--- src/rtl/adc_scan_seq.sv ---
module adc_scan_seq #(
  parameter int RES_W = 10,
  parameter int NCH   = 12
) (
  input  logic             clk,
  input  logic             rst_n,
  input  logic             cfg_we,
  input  logic [1:0]       cfg_mode,
  input  logic [3:0]       cfg_chan,
  input  logic             cfg_cont,
  input  logic             start_set,
  input  logic             start_clr,
  output logic             busy,
  output logic             scan_done,
  output logic             conv_req,
  output logic [3:0]       conv_chan,
  input  logic             conv_done,
  input  logic [RES_W-1:0] conv_data,
  input  logic [3:0]       rd_chan,
  output logic [RES_W-1:0] rd_data
);
  localparam logic [3:0] TOPC = 4'(NCH - 1);
  localparam logic [1:0] TOPG = 2'(NCH / 4 - 1);

  logic [1:0]       mode_q;
  logic [3:0]       chan_q, cur_q, first, last;
  logic             cont_q, start_q, wait_q, req_q, done_q;
  logic [1:0]       grp;
  logic [RES_W-1:0] res_q [NCH];

  assign grp = (chan_q[3:2] > TOPG) ? TOPG : chan_q[3:2];

  always_comb begin
    case (mode_q)
      2'b00:   begin first = (chan_q > TOPC) ? TOPC : chan_q; last = first; end
      2'b01:   begin first = {grp, 2'b00}; last = {grp, 2'b11}; end
      2'b10:   begin first = 4'd0; last = 4'd7; end
      default: begin first = 4'd0; last = TOPC; end
    endcase
  end

  wire take = wait_q && conv_done && !req_q;
  wire live = start_q && !start_clr;

  always_ff @(posedge clk) begin
    if (!rst_n) begin
      mode_q <= '0; chan_q <= '0; cont_q <= 1'b0;
      start_q <= 1'b0; wait_q <= 1'b0; req_q <= 1'b0; done_q <= 1'b0;
      cur_q <= '0;
      for (int i = 0; i < NCH; i++) res_q[i] <= '0;
    end else begin
      req_q <= 1'b0;
      if (cfg_we && !start_q) begin
        mode_q <= cfg_mode; chan_q <= cfg_chan; cont_q <= cfg_cont;
      end
      if (start_clr) start_q <= 1'b0;
      if (start_set && !start_q && !wait_q && !start_clr) begin
        start_q <= 1'b1; done_q <= 1'b0; cur_q <= first;
        req_q <= 1'b1; wait_q <= 1'b1;
      end
      if (take) begin
        if (!live) wait_q <= 1'b0;
        else begin
          res_q[cur_q] <= conv_data;
          if (cur_q == last) begin
            if (cont_q && mode_q != 2'b00) begin
              cur_q <= first; req_q <= 1'b1;
            end else begin
              start_q <= 1'b0; done_q <= 1'b1; wait_q <= 1'b0;
            end
          end else begin
            cur_q <= cur_q + 4'd1; req_q <= 1'b1;
          end
        end
      end
    end
  end

  assign busy      = start_q;
  assign scan_done = done_q;
  assign conv_req  = req_q;
  assign conv_chan = cur_q;
  assign rd_data   = (rd_chan <= TOPC) ? res_q[rd_chan] : '0;

  assert_cfg_frozen_R8: assert property (@(posedge clk) disable iff (!rst_n)
    busy |=> ($stable(mode_q) && $stable(chan_q) && $stable(cont_q)));
  assert_req_pulse_R9: assert property (@(posedge clk) disable iff (!rst_n)
    conv_req |=> !conv_req);
  assert_req_needs_start_R9: assert property (@(posedge clk) disable iff (!rst_n)
    conv_req |-> busy);
  assert_chan_valid_R10: assert property (@(posedge clk) disable iff (!rst_n)
    conv_req |-> (conv_chan <= TOPC));
  assert_done_idle_R6: assert property (@(posedge clk) disable iff (!rst_n)
    $rose(scan_done) |-> !busy);
  assert_stop_no_req_R11: assert property (@(posedge clk) disable iff (!rst_n)
    (start_clr && !start_set) |=> !conv_req);
endmodule

--- config.mk ---
export PLATFORM = sky130hd
export DESIGN_NAME = adc_scan_seq
export DESIGN_NICKNAME = d
export VERILOG_FILES = /design/src/rtl/adc_scan_seq.sv
export SDC_FILE = /design/constraint.sdc
export NUM_CORES = 1
export LEC_CHECK = 0
export CORE_MARGIN = 3
export CORE_UTILIZATION = 40
export CTS_BUF_LIST = sky130_fd_sc_hd__clkbuf_16
export DETAILED_ROUTE_END_ITERATION = 8
export SYNTH_ARGS = -nofsm -noshare
export SYNTH_HDL_FRONTEND = slang
export SYNTH_SLANG_ARGS = --single-unit
--- constraint.sdc ---
create_clock -name clk -period 6.8 [get_ports clk]
set_clock_uncertainty 0.2 [all_clocks]
set_input_delay 1.36 -clock clk [delete_from_list [all_inputs] [get_ports clk]]
set_output_delay 1.36 -clock clk [all_outputs]
set_load 0.01 [all_outputs]
* Yosys cells after proc, flatten, opt, wreduce, memory -nomap -nowiden
Memory sizes are Yosys's and may differ from the RTL's.
Index checks and enable logic that the tools add are counted.
** Storage, ports and cells
- Flip-flop bits (word level) :: 15
- Memories kept :: 1
- Logic and storage cells :: 70
- RAM bits :: 120
** Memory list
- res_q :: depth 12, bits a word 10, read ports 1, clocked after Yosys merged registers in 0, wr ports 12, line 29 : logic [RES_W-1:0] res_q [NCH];
** Operators by class
- Add/sub/neg operators :: 1
- Magnitude comparators :: 3
- Reductions and logical operators :: 15
- Equal/unequal tests :: 3
- Mux-type cells :: 39
** Operators with widths (number)
- $mux 4 :: 7
- $mux 1 :: 27
- $mux 10 :: 2
- $pmux 4 s3 :: 1
- $reduce_or 10->1 :: 1
- $logic_and 1x1->1 :: 8
- $pmux 4 s2 :: 1
- $add 4x1->4 const B :: 1
- $eq 4x4->1 :: 1
- $gt 4x4->1 const B :: 1
- $le 4x4->1 const B :: 1
- $logic_not 1->1 :: 4
- $eq 2x1->1 const B :: 1
- $eq 2x2->1 const B :: 1
- $gt 2x2->1 const B :: 1
- $logic_not 2->1 :: 1
- $mux 2 :: 1
- $reduce_bool 2->1 :: 1

* Longest topological paths before layout
Gate-level depths: netlist (run 1).
- Depth after elaboration :: 9
- Depth in mapped cells :: 8
- Gate-level depth less buffers :: 7

* Worst setup path after synthesis (run 1)
No wires, ideal clock.
- Path kind :: in2out
- Start :: in rd_chan[0]
- End :: out rd_data[0]
- Data arrival time :: 2413 ps
- Path slack :: 2827 ps
- Stages :: 4
- Path buffers :: 1
- Required time :: 5240 ps
- Cell sequence :: buf_2 -> mux4_2 -> mux2i_1 -> o22ai_1
** On the way
- Cells in the longest elaborated chain, start to end :: 2
- Elaborated cells between the ends (all ways) :: 3
** RTL lines
- start, declared :: line 19 : input logic [3:0] rd_chan,
- $mem_v2 12x10 or $le 4x4->1 (tied branches)
- $mux 10 * :: line 83 : assign rd_data = (rd_chan <= TOPC) ? res_q[rd_chan] : '0;
- end, declared :: line 20 : output logic [RES_W-1:0] rd_data
Mark *: on every way between the ends. The rest lies on a longest branch, timed or not.

* Worst setup path after layout (run 1)
- Start :: in rd_chan[0]
- End :: out rd_data[5]
Same word-level chain as after synthesis.

==> impl_metrics.csv, run 1 <==
group,metric,value,unit
run_status,status,"finished, final reports clean",
detailed_routing,drt-pass1-iter-count,4,
power,p_leak,2.878,nW
global_routing,grt_pass1_wl,22.95,mm
logic_synthesis,synth_top_cell_by_area,"edfxtp_1",
worst_setup_path,crit_required,5.24,ns
logic_synthesis,synthArstFlopShare,0,
finish,fin_nets,549,
floorplan,core,16060,sq um
timing,fin_setup_tns,0,ns
global_routing,antenna_found_initial,0,
finish,area_growth,17.87,%
global_routing,overflow,0,
logic_synthesis,synth_edf_count,120,
timing,timing.fmax,191.3,MHz
detailed_routing,vias,3893,
timing,finalMaxSlewViolations,0,
clock_network,insertion_delay,0.42,ns
power,ir_drop,0.0001812,V
clock_network,cts_sinks,135,
finish,utilization,0.4878,
timing,worst_slew_pin_slew,1.078,ns
global_routing,grt_max_degree,31,
worst_setup_path,crit_path_max_fanout,17,
logic_synthesis,yosysUniqueCellTypes,54,
place,dpl_worst_slack,1.545,ns
logic_synthesis,synth_ff_type,"edfxtp_1",
logic_synthesis,synth_seq_cells,135,
run,drv_cap,0,
place,port_buffers,43,
logic_synthesis,avgSynthCellArea,13.79,sq um
logic_synthesis,netlist_top_cells_area,"edfxtp_1 54%, and2_1 11%, mux4_2 10%",
timing,relSlewSlack,0.2789,
clock_network,cts_setup_buffers,0,
worst_setup_path,critical_path_class,"in -> out",
detailed_routing,wl,14.58,mm
floorplan,num_io_pins,44,
timing,rsz0062_at_grt,"no",
worst_setup_path,arrival,3.67,ns
clock_network,cts_tree,"done",
worst_hold_path,hold_path_class,"reg -> reg",
logic_synthesis,yosys_warnings,0,
floorplan,rows,46,
detailed_routing,ant_nets,0,
power,power_density,259.8,nW/um^2
detailed_routing,drtIter0Drc,276,
floorplan,die-width,134.9,um
clock_network,cts-hold-fix-buffers,0,
detailed_routing,drc,0,
timing,setup_viol,0,
detailed_routing,wire_per_inst,19.62,um
worst_setup_path,end_kind,"primary output",
clock_network,cts_made_buffers,17,
floorplan,initial_utilization,0.4138,
place,gp_congestion,0.7920,
clock_network,cts_buffer_depth,2,
finish,antennaDiodeCount,0,
clock_network,cts_resized,0,
worst_setup_path,start_kind,"input pin",
floorplan,fp.dieH,134.9,um
logic_synthesis,synth_top_area_frac,0.5423,
floorplan,dieArea,18200,sq um
place,dp_hpwl,9.734,mm
clock_network,clock-root-buffer,"clkbuf_16",
detailed_routing,vias_per_cell,5.240,
global_routing,track_usage,0.1696,
logic_synthesis,syn-num-nets,517,
timing,setup_slack,1.573,ns
clock_network,htreeDepth,4,
logic_synthesis,syn-cell-area,6645,sq um
timing,hold_violations,0,
clock_network,clk_pin_slew_worst_paths,0.05,ns
global_routing,grt_pass1_vias,4055,
logic_synthesis,synthCells,482,
timing,period_minus_slack,5.227,ns
finish,drive_gt1_frac,0.1651,
timing,fin_crit_sh,0.7686,
logic_synthesis,yosysSeqAreaShare,0.5875,
==> synthesized netlist by cell type, types with 2 or more instances <==
cell	n
a21oi_1	4
a311o_2	2
a31oi_1	2
and2_1	120
and2b_2	2
and3_1	6
buf_1	2
buf_2	4
clkbuf_1	22
clkbuf_2	9
dfxtp_1	15
edfxtp_1	120
ha_1	8
inv_1	18
mux2i_1	16
mux4_2	30
nand2_1	12
nand2b_1	14
nand3_1	2
nand4_1	3
nor2_1	2
nor2b_1	10
nor3_1	10
o211ai_1	5
o21ai_0	5
o22ai_1	10
o32ai_1	2
==> state kept, by name, summed over array words and instances, names as in the netlist <==
name       flops
cont_q         1
busy           1
conv_chan      4
conv_req       1
chan_q         4
wait_q         1
mode_q         2
scan_done      1
res_q        120
==> layer usage <==
| layer | part of all wire | GRT usage | vias to the layer above |
|---|---|---|---|
| met3 | 0.051 | 0.05104 | 16 |
| met5 | 0 | 0 | - |
| met2 | 0.49 | 0.2727 | 90 |
| met4 | 0.014 | 0.05713 | 0 |
| li1 | - | - | 1829 |
| met1 | 0.44 | 0.2205 | 1958 |
==> cells in the final DEF, fill, tap and decap left out, drive strengths merged, types with 3 or more instances in the layout <==
cell type,instances
clkinvlp,6
nand4,3
dfxtp,15
bufinv,3
nand2,12
edfxtp,120
mux2i,16
a21oi,4
clkbuf,17
o211ai,6
o22ai,10
inv,21
clkdlybuf4s50,42
nor2b,10
nand2b,14
and2,121
nor3,10
ha,8
and3,7
o21ai,6
clkinv,3
mux4,30
buf,11
==> worst paths after layout <==
check | start | endpoint | slack [ns] | cells past startpoint
min | scan_done | scan_done | 0.26 | 2
max | rd_chan[0] | rd_data[5] | 1.57 | 6
max reg2reg | wait_q | res_q[3][5] | 4.15 | 6
min reg2reg | scan_done | scan_done | 0.26 | 2
==> logic make-up (layout without fill, tap and decap cells) <==
| family | Yosys count | after routing | synth area share |
|---|---|---|---|
| AO/OA/AOI/OAI | 43 | 43 | 0.05461 |
| XOR/XNOR | 2 | 2 | 0.002637 |
| adder cells (fa/ha/maj) | 8 | 8 | 0.01506 |
| buffers and inverters | 58 | 103 | 0.03841 |
| flip-flops | 135 | 135 | 0.5875 |
| multiplexers | 46 | 46 | 0.1258 |
| AND/OR/NAND/NOR | 190 | 190 | 0.1761 |
==> area by class of cell <==
type                       count  area, sq um
clock buffer                  17        425.4
clock inverter                15        178.9
fill                        1343         8225
inverter                      18        67.56
multi-input combinational    289         2486
sequential                   135         3904
tap                          216        270.3
timing repair buffer          53        500.5
==> power breakdown <==
part | switching, W | leakage (nW) | internal, W
registers | 0.0000130 | 1.36 | 0.000929
clock network | 0.000356 | 0.279 | 0.000577
logic | 0.0000876 | 1.24 | 0.0000735
==> per-stage QoR <==
step / cells / power [W] / hold WS, ns / area (sq um)
after floorplan: 482 / 0.001056 / 0.2750 / 6645
after global placement: 711 / 0.001118 / 0.2546 / 7228
after detailed placement: 711 / 0.001122 / 0.2644 / 7228
after CTS: 743 / 0.002049 / 0.2709 / 7833
after global routing: 743 / 0.002100 / 0.2884 / 7833
final: 743 / 0.002035 / 0.2584 / 7833
==> worst max-delay path: stages <==
cell and delay, ns:
buf_2 0.50, buf_4 0.41, mux4_2 0.54, mux2i_1 0.23, o22ai_1 0.12, clkdlybuf4s50_1 0.49
(Power assumes the default switching activity.)
==> run 2, diff against run 1 <==
clock period = 5.05 ns   (was 6.8 ns; I/O delays follow)
==> run 2 against run 1 <==
Flip-flop and latch count is the same. Final area grew 0.48%. Power is 34% higher. Die area did not move. Global-route usage up 0.16 points. Routed wire length is 0.69% higher. Via count shrank 0.49%. Core utilization up 0.23 points. Non-clock buffer count up 3. Clock-buffer cell count stayed put. First-iteration DRC count increased by 13%.
==> impl_metrics.csv, run 2 (synthesis results as in run 1) <==
group,metric,value,unit
run_status,status,"finished, final reports clean",
timing,hold_violations,0,
finish,utilization,0.4901,
worst_setup_path,arrival,3.15,ns
finish,final_cell_mix,"120 x and2_1, 120 x edfxtp_1, 42 x clkdlybuf4s50_1, 30 x mux4_2, 19 x inv_1",
timing,setup_slack,0.6858,ns
floorplan,die-width,134.9,um
finish,biggestRegsByFlops,"res_q x120, chan_q x4, conv_chan x4",
global_routing,grt_pass1_vias,4004,
timing,setup_viol,0,
worst_setup_path,crit_path_max_fanout,30,
global_routing,grt_pass1_wl,23.32,mm
detailed_routing,drtIter0Drc,313,
timing,period_minus_slack,4.364,ns
detailed_routing,wl,14.68,mm
detailed_routing,drt-pass1-iter-count,5,
clock_network,cts_buffer_depth,2,
worst_setup_path,end_kind,"primary output",
floorplan,initial_utilization,0.4138,
timing,relSlewSlack,0.3276,
global_routing,antenna_found_initial,0,
clock_network,cts_setup_buffers,0,
timing,fin_setup_tns,0,ns
clock_network,cts_sinks,135,
clock_network,clock-root-buffer,"clkbuf_16",
finish,fin_nets,552,
detailed_routing,wire_per_inst,19.68,um
finish,regMostFlops,"res_q",
detailed_routing,vias,3874,
global_routing,met3_usage,0.04247,
timing,timing.fmax,229.1,MHz
global_routing,top_usage_layer,"met2",
floorplan,dieArea,18200,sq um
worst_setup_path,start_kind,"input pin",
finish,area_growth,18.43,%
floorplan,core,16060,sq um
global_routing,overflow,0,
finish,drive_gt1_frac,0.1679,
power,ir_drop,0.0002542,V
clock_network,htreeDepth,4,
timing,rsz0062_at_grt,"no",
worst_hold_path,hold_path_class,"reg -> reg",
power,power_density,347.0,nW/um^2
floorplan,num_io_pins,44,
worst_setup_path,cp_slowest_cell,"clkdlybuf4s50_1",
timing,fin_crit_sh,0.8642,
floorplan,fp.dieH,134.9,um
detailed_routing,drc,0,
place,dpl_worst_slack,0.6972,ns
worst_setup_path,path_cells,"clkdlybuf4s50_1, buf_4, mux4_2, mux2i_1, o22ai_1, clkdlybuf4s50_1",
timing,finalMaxSlewViolations,0,
worst_setup_path,critical_path_class,"in -> out",
place,dp_hpwl,9.988,mm
power,clkPwrFrac,0.455,
place,port_buffers,43,
power,combPwrFrac,0.080,
floorplan,rows,46,
place,gp_congestion,0.7454,
clock_network,insertion_delay,0.41,ns
clock_network,cts-hold-fix-buffers,0,
power,power.switching,0.0006013,W
power,internal_power,0.002130,W
power,p_leak,2.907,nW
worst_setup_path,crit_path_max_incr_delay,0.52,ns
worst_setup_path,cpMostUsedCell,"clkdlybuf4s50_1",
clock_network,cts_made_buffers,17,
global_routing,use_met1,0.2244,
finish,antennaDiodeCount,0,
worst_setup_path,crit_required,3.84,ns
run,drv_cap,0,
timing,worst_slew_pin_slew,0.9946,ns
clock_network,cts_tree,"done",
finish,largest_reg_flops,120,
power,switching_share,0.2202,
global_routing,grt_util_met2,0.2868,
global_routing,track_usage,0.1712,
detailed_routing,ant_nets,0,
global_routing,grt_max_degree,31,
power,seq_power_share,0.465,
clock_network,clk_pin_slew_worst_paths,0.06,ns
clock_network,cts_resized,0,
detailed_routing,vias_per_cell,5.193,
run 2: worst max-delay path: cells and delay by family:
kind | cells | cell delay (ns)
compound gates | 1 | 0.16
mux | 2 | 0.58
buf+inv | 3 | 1.38
run 2: area by class of cell:
cell class | count | area, sq um
clock inverters | 15 | 181.4
repair buffers | 56 | 535.5
inverters | 18 | 67.56
well taps | 216 | 270.3
fillers | 1360 | 8188
flip-flops and latches | 135 | 3904
multi-input cells | 289 | 2486
clock buffers | 17 | 425.4
run 2: per-layer routing:
| metal | share of wire | routed length [um] |
|---|---|---|
| met2 | 0.51 | 7456 |
| met5 | 0 | 0 |
| met4 | 0.0085 | 125 |
| met3 | 0.045 | 666 |
| met1 | 0.44 | 6433 |
run 2: stage by stage:
stage / instances / cell area [sq um] / hold WS (ns) / total power (W)
after floorplan: 482 / 6645 / 0.2750 / 0.001422
after global routing: 746 / 7870 / 0.2837 / 0.002826
after CTS: 746 / 7870 / 0.2703 / 0.002757
after detailed placement: 714 / 7263 / 0.2644 / 0.001514
final: 746 / 7870 / 0.2701 / 0.002731
after global placement: 714 / 7263 / 0.2613 / 0.001509
run 2: power groups by stage:
stage	Clock, W	Sequential (W)	Combinational (W)
6_report	0.00124	0.00127	0.000219
5_1_grt	0.00132	0.00127	0.000237
4_1_cts	0.00127	0.00127	0.000222
3_5_place_dp	0	0.00129	0.000221
3_3_place_gp	0	0.00129	0.000218
2_1_floorplan	0	0.00128	0.000139
run 2: path summary, 6_finish.rpt:
path | startpoint | cells after the start | endpoint | slack [ns]
setup / recovery | rd_chan[1] | 6 | rd_data[6] | 0.69
hold / removal | scan_done | 2 | scan_done | 0.27
setup reg to reg | wait_q | 6 | res_q[0][8] | 2.39
hold reg to reg | scan_done | 2 | scan_done | 0.27
